`src/rtl/irq_agg_pkg.sv`:
```
package irq_agg_pkg;
  localparam int ADDR_W = 3;

  typedef enum logic [ADDR_W-1:0] {
    A_STAT   = 3'd0,
    A_EN     = 3'd1,
    A_RSN    = 3'd2,
    A_RSN_EN = 3'd3,
    A_MODE   = 3'd4
  } reg_addr_e;

  typedef struct packed {
    logic pulse;
    logic gie;
  } mode_t;
endpackage

```
`src/rtl/irq_w1c_bank.sv`:
```
module irq_w1c_bank #(
  parameter int W = 8
) (
  input  logic         clk,
  input  logic         rst_n,
  input  logic [W-1:0] set_i,
  input  logic [W-1:0] clr_i,
  input  logic         flush_i,
  output logic [W-1:0] q_o
);
  logic [W-1:0] q_q;

  for (genvar g = 0; g < W; g++) begin : g_bit
    logic d;
    logic ce;

    always_comb begin
      ce = flush_i | set_i[g] | clr_i[g];
      if (flush_i)       d = 1'b0;
      else if (set_i[g]) d = 1'b1;
      else               d = 1'b0;
    end

    always_ff @(posedge clk or negedge rst_n) begin
      if (!rst_n)  q_q[g] <= 1'b0;
      else if (ce) q_q[g] <= d;
    end
  end

  assign q_o = q_q;


  set_wins_chk: assert property (@(posedge clk) disable iff (!rst_n)
    (set_i != '0 && !flush_i) |=> ((q_o & $past(set_i)) == $past(set_i)));


  w1c_chk: assert property (@(posedge clk) disable iff (!rst_n)
    (!flush_i && (clr_i & ~set_i) != '0) |=> ((q_o & $past(clr_i & ~set_i)) == '0));


  flush_chk: assert property (@(posedge clk) disable iff (!rst_n)
    flush_i |=> (q_o == '0));
endmodule

```
`src/rtl/irq_ctrl_regs.sv`:
```
module irq_ctrl_regs
  import irq_agg_pkg::*;
#(
  parameter int REG_W = 32,
  parameter int SRC_W = 24,
  parameter int RSN_W = 3
) (
  input  logic              clk,
  input  logic              rst_n,
  input  logic [ADDR_W-1:0] addr_i,
  input  logic              we_i,
  input  logic [REG_W-1:0]  wdata_i,
  input  logic [SRC_W-1:0]  stat_i,
  input  logic [RSN_W-1:0]  rsn_i,
  output logic [REG_W-1:0]  rdata_o,
  output logic [SRC_W-1:0]  en_o,
  output logic [RSN_W-1:0]  ren_o,
  output mode_t             mode_o,
  output logic [SRC_W-1:0]  clr_stat_o,
  output logic [RSN_W-1:0]  clr_rsn_o
);
  logic [SRC_W-1:0] en_q, en_d;
  logic [RSN_W-1:0] ren_q, ren_d;
  mode_t            mode_q, mode_d;
  logic             wr_stat, wr_en, wr_rsn, wr_ren, wr_mode;
  logic             unused_hi;

  assign unused_hi = ^wdata_i[REG_W-1:SRC_W];

  always_comb begin
    wr_stat = we_i && (addr_i == A_STAT);
    wr_en   = we_i && (addr_i == A_EN);
    wr_rsn  = we_i && (addr_i == A_RSN);
    wr_ren  = we_i && (addr_i == A_RSN_EN);
    wr_mode = we_i && (addr_i == A_MODE);
    en_d    = wdata_i[SRC_W-1:0];
    ren_d   = wdata_i[RSN_W-1:0];
    mode_d  = mode_t'(wdata_i[1:0]);
    clr_stat_o = wr_stat ? wdata_i[SRC_W-1:0] : '0;
    clr_rsn_o  = wr_rsn  ? wdata_i[RSN_W-1:0] : '0;
  end

  always_ff @(posedge clk or negedge rst_n) begin
    if (!rst_n) begin
      en_q   <= '0;
      ren_q  <= '0;
      mode_q <= '0;
    end else begin
      if (wr_en)   en_q   <= en_d;
      if (wr_ren)  ren_q  <= ren_d;
      if (wr_mode) mode_q <= mode_d;
    end
  end

  always_comb begin
    rdata_o = '0;
    case (addr_i)
      A_STAT:   rdata_o[SRC_W-1:0] = stat_i;
      A_EN:     rdata_o[SRC_W-1:0] = en_q;
      A_RSN:    rdata_o[RSN_W-1:0] = rsn_i;
      A_RSN_EN: rdata_o[RSN_W-1:0] = ren_q;
      A_MODE:   rdata_o[1:0]       = mode_q;
      default:  rdata_o            = '0;
    endcase
  end

  assign en_o   = en_q;
  assign ren_o  = ren_q;
  assign mode_o = mode_q;


  en_hold_chk: assert property (@(posedge clk) disable iff (!rst_n)
    !(we_i && addr_i == A_EN) |=> $stable(en_o));


  mode_wr_chk: assert property (@(posedge clk) disable iff (!rst_n)
    (we_i && addr_i == A_MODE) |=> (mode_o == $past(wdata_i[1:0])));
endmodule

```
`src/rtl/irq_out_stage.sv`:
```
module irq_out_stage #(
  parameter int SRC_W = 24
) (
  input  logic             clk,
  input  logic             rst_n,
  input  logic [SRC_W-1:0] stat_i,
  input  logic [SRC_W-1:0] en_i,
  input  logic             gie_i,
  input  logic             pulse_i,
  output logic             irq_o
);
  logic req;
  logic req_q;

  assign req = gie_i & (|(stat_i & en_i));

  always_ff @(posedge clk or negedge rst_n) begin
    if (!rst_n) req_q <= 1'b0;
    else        req_q <= req;
  end

  assign irq_o = pulse_i ? (req & ~req_q) : req;


  gie_gate_chk: assert property (@(posedge clk) disable iff (!rst_n)
    !gie_i |-> !irq_o);


  one_pulse_chk: assert property (@(posedge clk) disable iff (!rst_n)
    (pulse_i && irq_o) |=> (!irq_o || !pulse_i));
endmodule

```
`src/rtl/irq_aggregator.sv`:
```
module irq_aggregator
  import irq_agg_pkg::*;
#(
  parameter int REG_W   = 32,
  parameter int SRC_W   = 24,
  parameter int RSN_W   = 3,
  parameter int DMA_IDX = 6
) (
  input  logic              clk,
  input  logic              rst_n,
  input  logic [ADDR_W-1:0] reg_addr,
  input  logic              reg_we,
  input  logic [REG_W-1:0]  reg_wdata,
  output logic [REG_W-1:0]  reg_rdata,
  input  logic [SRC_W-1:0]  evt_i,
  input  logic [RSN_W-1:0]  dma_evt_i,
  input  logic              bus_rst_i,
  output logic              irq_o
);
  localparam logic [SRC_W-1:0] SUM_BIT = SRC_W'(1) << DMA_IDX;

  logic [SRC_W-1:0] stat_q, stat_view, en, clr_stat;
  logic [RSN_W-1:0] rsn_q, ren, clr_rsn;
  logic             dma_any;
  mode_t            mode;

  irq_w1c_bank #(.W(SRC_W)) u_main (
    .clk     (clk),
    .rst_n   (rst_n),
    .set_i   (evt_i & ~SUM_BIT),
    .clr_i   (clr_stat & ~SUM_BIT),
    .flush_i (bus_rst_i),
    .q_o     (stat_q)
  );

  irq_w1c_bank #(.W(RSN_W)) u_reason (
    .clk     (clk),
    .rst_n   (rst_n),
    .set_i   (dma_evt_i),
    .clr_i   (clr_rsn),
    .flush_i (bus_rst_i),
    .q_o     (rsn_q)
  );

  assign dma_any   = |(rsn_q & ren);
  assign stat_view = (stat_q & ~SUM_BIT) | (dma_any ? SUM_BIT : '0);

  irq_ctrl_regs #(.REG_W(REG_W), .SRC_W(SRC_W), .RSN_W(RSN_W)) u_regs (
    .clk        (clk),
    .rst_n      (rst_n),
    .addr_i     (reg_addr),
    .we_i       (reg_we),
    .wdata_i    (reg_wdata),
    .stat_i     (stat_view),
    .rsn_i      (rsn_q),
    .rdata_o    (reg_rdata),
    .en_o       (en),
    .ren_o      (ren),
    .mode_o     (mode),
    .clr_stat_o (clr_stat),
    .clr_rsn_o  (clr_rsn)
  );

  irq_out_stage #(.SRC_W(SRC_W)) u_out (
    .clk     (clk),
    .rst_n   (rst_n),
    .stat_i  (stat_view),
    .en_i    (en),
    .gie_i   (mode.gie),
    .pulse_i (mode.pulse),
    .irq_o   (irq_o)
  );


  dma_sum_chk: assert property (@(posedge clk) disable iff (!rst_n)
    (reg_addr == A_STAT) |-> (reg_rdata[DMA_IDX] == |(rsn_q & ren)));


  keep_en_chk: assert property (@(posedge clk) disable iff (!rst_n)
    (bus_rst_i && !reg_we) |=> $stable(en) && $stable(mode));
endmodule

```
`config.mk`:
```
export PLATFORM = sky130hd
export DESIGN_NAME = irq_aggregator
export DESIGN_NICKNAME = d
export VERILOG_FILES = /design/src/rtl/irq_agg_pkg.sv /design/src/rtl/irq_w1c_bank.sv /design/src/rtl/irq_ctrl_regs.sv /design/src/rtl/irq_out_stage.sv /design/src/rtl/irq_aggregator.sv
export SDC_FILE = /design/constraint.sdc
export NUM_CORES = 1
export LEC_CHECK = 0
export BUFFER_PORTS_ARGS = -buffer_cell sky130_fd_sc_hd__buf_4
export CAP_MARGIN = 20
export CORE_MARGIN = 2
export CORE_UTILIZATION = 46
export DETAILED_ROUTE_END_ITERATION = 10
export HOLD_SLACK_MARGIN = 0.02
export PLACE_DENSITY = 0.74
export SLEW_MARGIN = 10
export SYNTH_ARGS = -nofsm -noshare
export SYNTH_HDL_FRONTEND = slang
export SYNTH_HIERARCHICAL = 1
export SYNTH_SLANG_ARGS = --single-unit
export TNS_END_PERCENT = 1
```
`constraint.sdc`:
```
create_clock -name clk -period 1.4 [get_ports clk]
set_input_delay 0.28 -clock clk [delete_from_list [all_inputs] [get_ports clk]]
set_output_delay 0.28 -clock clk [all_outputs]
set_load 0.01 [all_outputs]
```
==> Yosys cells after proc, flatten, opt, wreduce, memory -nomap -nowiden <==
Index checks and enable logic that the tools add are counted.
{ "op_classes": {"div_mod_pow": 0, "addsub": 0, "shifts": 0, "mux": 59, "n_mul": 0, "bitwise": 58, "eq_ne": 4, "n_lt_le_gt_ge": 0, "reduce_logical": 8} }
{ "ops": {"columns": ["cell", "n"], "rows": [
  ["1-bit two-way mux", 53],
  ["1-bit bitwise OR", 52],
  ["21-bit one-hot mux with 2 select lines", 1],
  ["24-bit bitwise AND", 1],
  ["24-bit two-way mux", 1],
  ["24-bit bitwise OR", 1],
  ["24-bit OR reduction", 1],
  ["2-bit one-hot mux with 5 select lines", 1],
  ["7-bit two-way mux", 1],
  ["3-bit by 2-bit == test with 1-bit output (second input constant)", 2],
  ["1-bit logical AND", 5],
  ["1-bit one-hot mux with 4 select lines", 1],
  ["3-bit bitwise AND", 1],
  ["3-bit by 1-bit == test with 1-bit output (second input constant)", 1],
  ["3-bit == test (second input constant)", 1],
  ["3-bit logical NOT", 1],
  ["3-bit two-way mux", 1],
  ["3-bit OR reduction", 1],
  ["1-bit bitwise AND", 2],
  ["1-bit inverter", 1]
]} }
{ "totals": {"latch_bits": 0, "output_inout_bits": 33, "rom_bits": 0, "in_bits": 66, "n_memories": 0, "word_cells": 160, "reg_bits": 56, "mem_bits_rw": 0} }

==> Longest topological paths before layout <==
{ "depth": {"ltp_word": 9, "depth_mapped": 6} }

==> Cells and area by module <==
Netlist, hierarchy kept.
{ "modules_own_cells": {"columns": ["mod", "n_inst", "cells_per_inst", "area_each_um2", "seq_area_each_um2"], "rows": [
  ["irq_ctrl_regs", 1, 152, 1874.3, 725.7],
  ["irq_w1c_bank (u_main)", 1, 98, 983.4, 600.6],
  ["irq_out_stage", 1, 21, 165.2, 25.0],
  ["irq_w1c_bank (u_reason)", 1, 12, 120.1, 75.1],
  ["irq_aggregator", 1, 3, 17.5, 0.0]
]} }

==> Worst setup path after synthesis <==
OpenSTA, ideal clock, no wires.
{ "synth_path": {"path_type": "reg-to-output", "start": "reg u_reason.q_q[0] (netlist: u_reason/q_o[0])", "end": "out irq_o", "path_slack_ns": -0.139, "stages_incl_launch_ff": 6, "arrival_ns": 1.259, "required_time_ns": 1.120, "path_cell_list": "dfrtp_1 a222oi_1 inv_1 a22oi_1 and4_1 a31oi_1"} }
{ "synth_between": {"elab_chain_cells": 9} }
{ "synth_lines": {"columns": ["item", "line_no", "text"], "rows": [
  ["start, declared", "irq_w1c_bank.sv:11", "logic [W-1:0] q_q;"],
  ["start signal, assigned by index", "irq_w1c_bank.sv:25", "if (!rst_n) q_q[g] <= 1'b0;"],
  ["start signal, assigned by index", "irq_w1c_bank.sv:26", "else if (ce) q_q[g] <= d;"],
  ["3-bit bitwise AND *", "irq_aggregator.sv:45", "assign dma_any = |(rsn_q & ren);"],
  ["3-bit OR reduction *", "irq_aggregator.sv:45", null],
  ["named net dma_any", "irq_aggregator.sv:24", "logic dma_any;"],
  ["7-bit two-way mux *", "irq_aggregator.sv:46", "assign stat_view = (stat_q & ~SUM_BIT) | (dma_any ? SUM_BIT : '0);"],
  ["24-bit bitwise OR *", "irq_aggregator.sv:46", null],
  ["24-bit bitwise AND *", "irq_out_stage.sv:15", "assign req = gie_i & (|(stat_i & en_i));"],
  ["24-bit OR reduction *", "irq_out_stage.sv:15", null],
  ["1-bit bitwise AND *", "irq_out_stage.sv:15", null],
  ["1-bit bitwise AND", "irq_out_stage.sv:22", "assign irq_o = pulse_i ? (req & ~req_q) : req;"],
  ["1-bit two-way mux *", "irq_out_stage.sv:22", null],
  ["end, declared", "irq_aggregator.sv:18", "output logic irq_o"]
]} }
The timed path passes the listed nets; every way through them passes the cells marked *.

==> Worst setup path in the final report <==
{ "layout_path": {"start": "reg u_regs.ren_q[0] (netlist: u_regs/ren_o[0])", "end": "out irq_o"} }
{ "layout_between": {"elab_chain_cells": 9} }
{ "layout_lines": {"columns": ["item", "line_no", "text"], "rows": [
  ["start, declared", "irq_ctrl_regs.sv:23", "logic [RSN_W-1:0] ren_q, ren_d;"],
  ["start signal, assigned", "irq_ctrl_regs.sv:50", "if (wr_ren) ren_q <= ren_d;"],
  ["3-bit bitwise AND *", "irq_aggregator.sv:45", null],
  ["3-bit OR reduction *", "irq_aggregator.sv:45", null],
  ["named net dma_any", "irq_aggregator.sv:24", null],
  ["7-bit two-way mux *", "irq_aggregator.sv:46", null],
  ["24-bit bitwise OR *", "irq_aggregator.sv:46", null],
  ["24-bit bitwise AND *", "irq_out_stage.sv:15", null],
  ["24-bit OR reduction *", "irq_out_stage.sv:15", null],
  ["1-bit bitwise AND *", "irq_out_stage.sv:15", null],
  ["1-bit bitwise AND", "irq_out_stage.sv:22", null],
  ["1-bit two-way mux *", "irq_out_stage.sv:22", null]
]} }
Marked as above.

==> reports/metrics.csv <==
stage,metric,value,unit
detailed_routing,wl_per_cell,16.3,um
timing,fin_crit_sh,1.50,
floorplanning,die_x,86.2,um
detailed_routing,vias_per_cell,5.22,
cells_and_area,multi_input_area,1490,um2
timing,fmax,0.476,GHz
synth,yosysWarnings,6,
cells_and_area,final_area,4310,um2
setup_path,crit_required,1120,ps
floorplanning,core_area,6460,um2
placed_design,dp_hpwl,5690,um
floorplanning,rows,29,
cells_and_area,utilization,0.667,
setup_path,max_stage_delay,390,ps
detailed_routing,dr_total_vias,2516,
setup_path,slowest_stage,dfrtp_1,
global_route,grt_max_degree,36,
job,cap_violations,0,
cells_and_area,drive_gt1_frac,0.440,
global_route,overflow,0,
outcome,status,"finished, violations left",
timing,setup_viol,26,
timing,setup_ws,-699,ps
hold_path,worstHoldPathType,primary input to flip-flop,
clock_tree,clk_latency,300,ps
detailed_routing,drtIter0Drc,141,
global_route,grt_antenna_before_repair,0,
setup_path,path_cells,a222oi_1 > inv_1 > a22oi_1 > and4_1 > a31oi_2 > buf_4,
detailed_routing,antenna_left,0,
power,peakVddDrop,0.419,mV
placed_design,dpl-instance-area,4090,um2
clock_tree,cts_tree,done,
detailed_routing,wl,7850,um
cells_and_area,area_growth,38.5,%
cells_and_area,nets,471,
setup_path,critPathBufInv,2,
floorplanning,die-height,86.2,um
setup_path,arrival,1820,ps
detailed_routing,dr.pass1.iters,4,
placed_design,gp_congestion,0.793,
detailed_routing,post-route-drc-count,0,
cells_and_area,seqCellArea,1400,um2
power,p_total,4.18,mW
timing,min_period,2100,ps
timing,drv_slew,0,
global_route,grt_pass1_vias,2634,
clock_tree,cts_sinks,56,
setup_path,path_class,flip-flop to output pin,
placed_design,io_buffer_count,81,
synth,synth_cells,280,
timing,rsz0062_at_grt,yes,
setup_path,crit_fanout,2,
synth,synth.avg_cell_area,11.1,um2
timing,fin_skew,10.2,ps
cells_and_area,diodes,0,
floorplanning,dieArea,7440,um2
power,power.leakage,2.17,nW
global_route,grt_pass1_wl,12800,um
clock_tree,cts_inserted_buffers,5,
cells_and_area,fill_cells,527,
setup_path,worst_setup_path_start_kind,flip-flop,
setup_path,endpoint_kind,output pin,
clock_tree,clk_pin_slew_worst_paths,100,ps
synth,syn-cell-area,3110,um2
setup_path,path_delay_family,compound AO/OA/AOI/OAI gates,
clock_tree,cts-root-buf,clkbuf_8,
outcome,violations,negative setup slack,
power,powerDensity,970,nW/um2
floorplanning,io_pins,99,
clock_tree,ctsLongestPathBuffers,2,
timing,final_hold_viol_count,0,
clock_tree,htreeDepth,2,
global_route,grt.total_usage,0.221,
floorplanning,start_util,0.482,
placed_design,dp_slack,-363,ps
==> worst paths after layout <==
| path | from | endpoint | slack, ps | cells past startpoint |
|---|---|---|---|---|
| setup reg to reg | u_regs/ren_o[0]$_DFFE_PN0P_ | u_out/req_q$_DFF_PN0_ | -260 | 7 |
| setup / recovery | u_regs/ren_o[0]$_DFFE_PN0P_ | irq_o | -700 | 6 |
| min in group asynchronous | rst_n | u_main/q_o[18]$_DFFE_PN0P_ | 400 | 2 |
| hold / removal | evt_i[9] | u_main/q_o[9]$_DFFE_PN0P_ | 200 | 3 |
| hold reg to reg | u_regs/mode_o[1]$_DFFE_PN0P_ | u_regs/mode_o[1]$_DFFE_PN0P_ | 550 | 1 |
| max in group asynchronous | rst_n | u_regs/en_o[21]$_DFFE_PN0P_ | 510 | 3 |
==> metal layers <==
| layer | vias up | track usage | part of all wire |
|---|---|---|---|
| met4 | 0 | 0.0369 | 0.0043 |
| met3 | 4 | 0.0476 | 0.053 |
| met5 | - | 0 | 0 |
| met1 | 1234 | 0.294 | 0.43 |
| met2 | 77 | 0.381 | 0.51 |
| li1 | 1201 | - | - |
==> worst reg2reg max path: cells and delay by family, from the launching register on <==
family | cells | cell delay (ps)
flip-flops | 1 | 390
AND/OR/NAND/NOR | 1 | 240
AO/OA/AOI/OAI | 3 | 590
buffers and inverters | 3 | 330
==> report_power, final <==
part / switching (mW) / internal, mW / leakage [nW]
combinational: 0.484 / 0.794 / 1.45
sequential: 0.185 / 1.86 / 0.685
clock: 0.503 / 0.352 / 0.0417
total: 1.17 / 3.01 / 2.17
==> metrics by stage <==
step                hold slack, ps  TNS, ps  instances
CTS                            186    -3620        480
floorplan                    -15.6     -113        287
global placement               184    -3550        470
detailed placement             191    -3790        470
global route                   186    -5050        482
finish                         203    -3570        482
==> cell type report <==
type                            instances  share of cell area
Clock inverter                          1             0.00203
Tap cell                               77              0.0224
Inverter                               28              0.0244
Timing Repair Buffer                  132               0.263
Sequential cell                        56               0.325
Multi-Input combinational cell        182               0.346
Clock buffer                            6              0.0169
==> sequential cells by signal, indices dropped and copies added, names as in the netlist <==
name and flops:
u_out/req_q 1, u_reason/q_o 3, u_regs/ren_o 3, u_main/q_o 23, u_regs/mode_o 2, u_regs/en_o 24
==> repair_timing <==
item / CTS / global route
hold endpoints to repair: 21 / 0
endpoints found under the setup margin: 26 / 26
buffers inserted: 2 / 2
pin swaps: 2 / 4
cloned: 0 / 0
hold buffers: 1 / 0
resized for setup: 16 / 12
==> placed cells by master (no fill, tap or decap), types with 2 or more instances in the layout <==
| cell type | n |
|---|---|
| nand2_1 | 5 |
| o21a_1 | 2 |
| inv_1 | 28 |
| buf_6 | 20 |
| nand2b_4 | 2 |
| buf_12 | 5 |
| a21oi_1 | 26 |
| and4_1 | 3 |
| nor3_4 | 2 |
| clkbuf_8 | 5 |
| dfrtp_1 | 56 |
| nor2b_1 | 2 |
| and2_1 | 26 |
| mux2_4 | 21 |
| mux2_2 | 9 |
| conb_1 | 8 |
| nand2b_1 | 26 |
| buf_4 | 106 |
| a22o_1 | 21 |
| a22oi_1 | 12 |
Note: power is estimated with default switching activity, not from simulation.
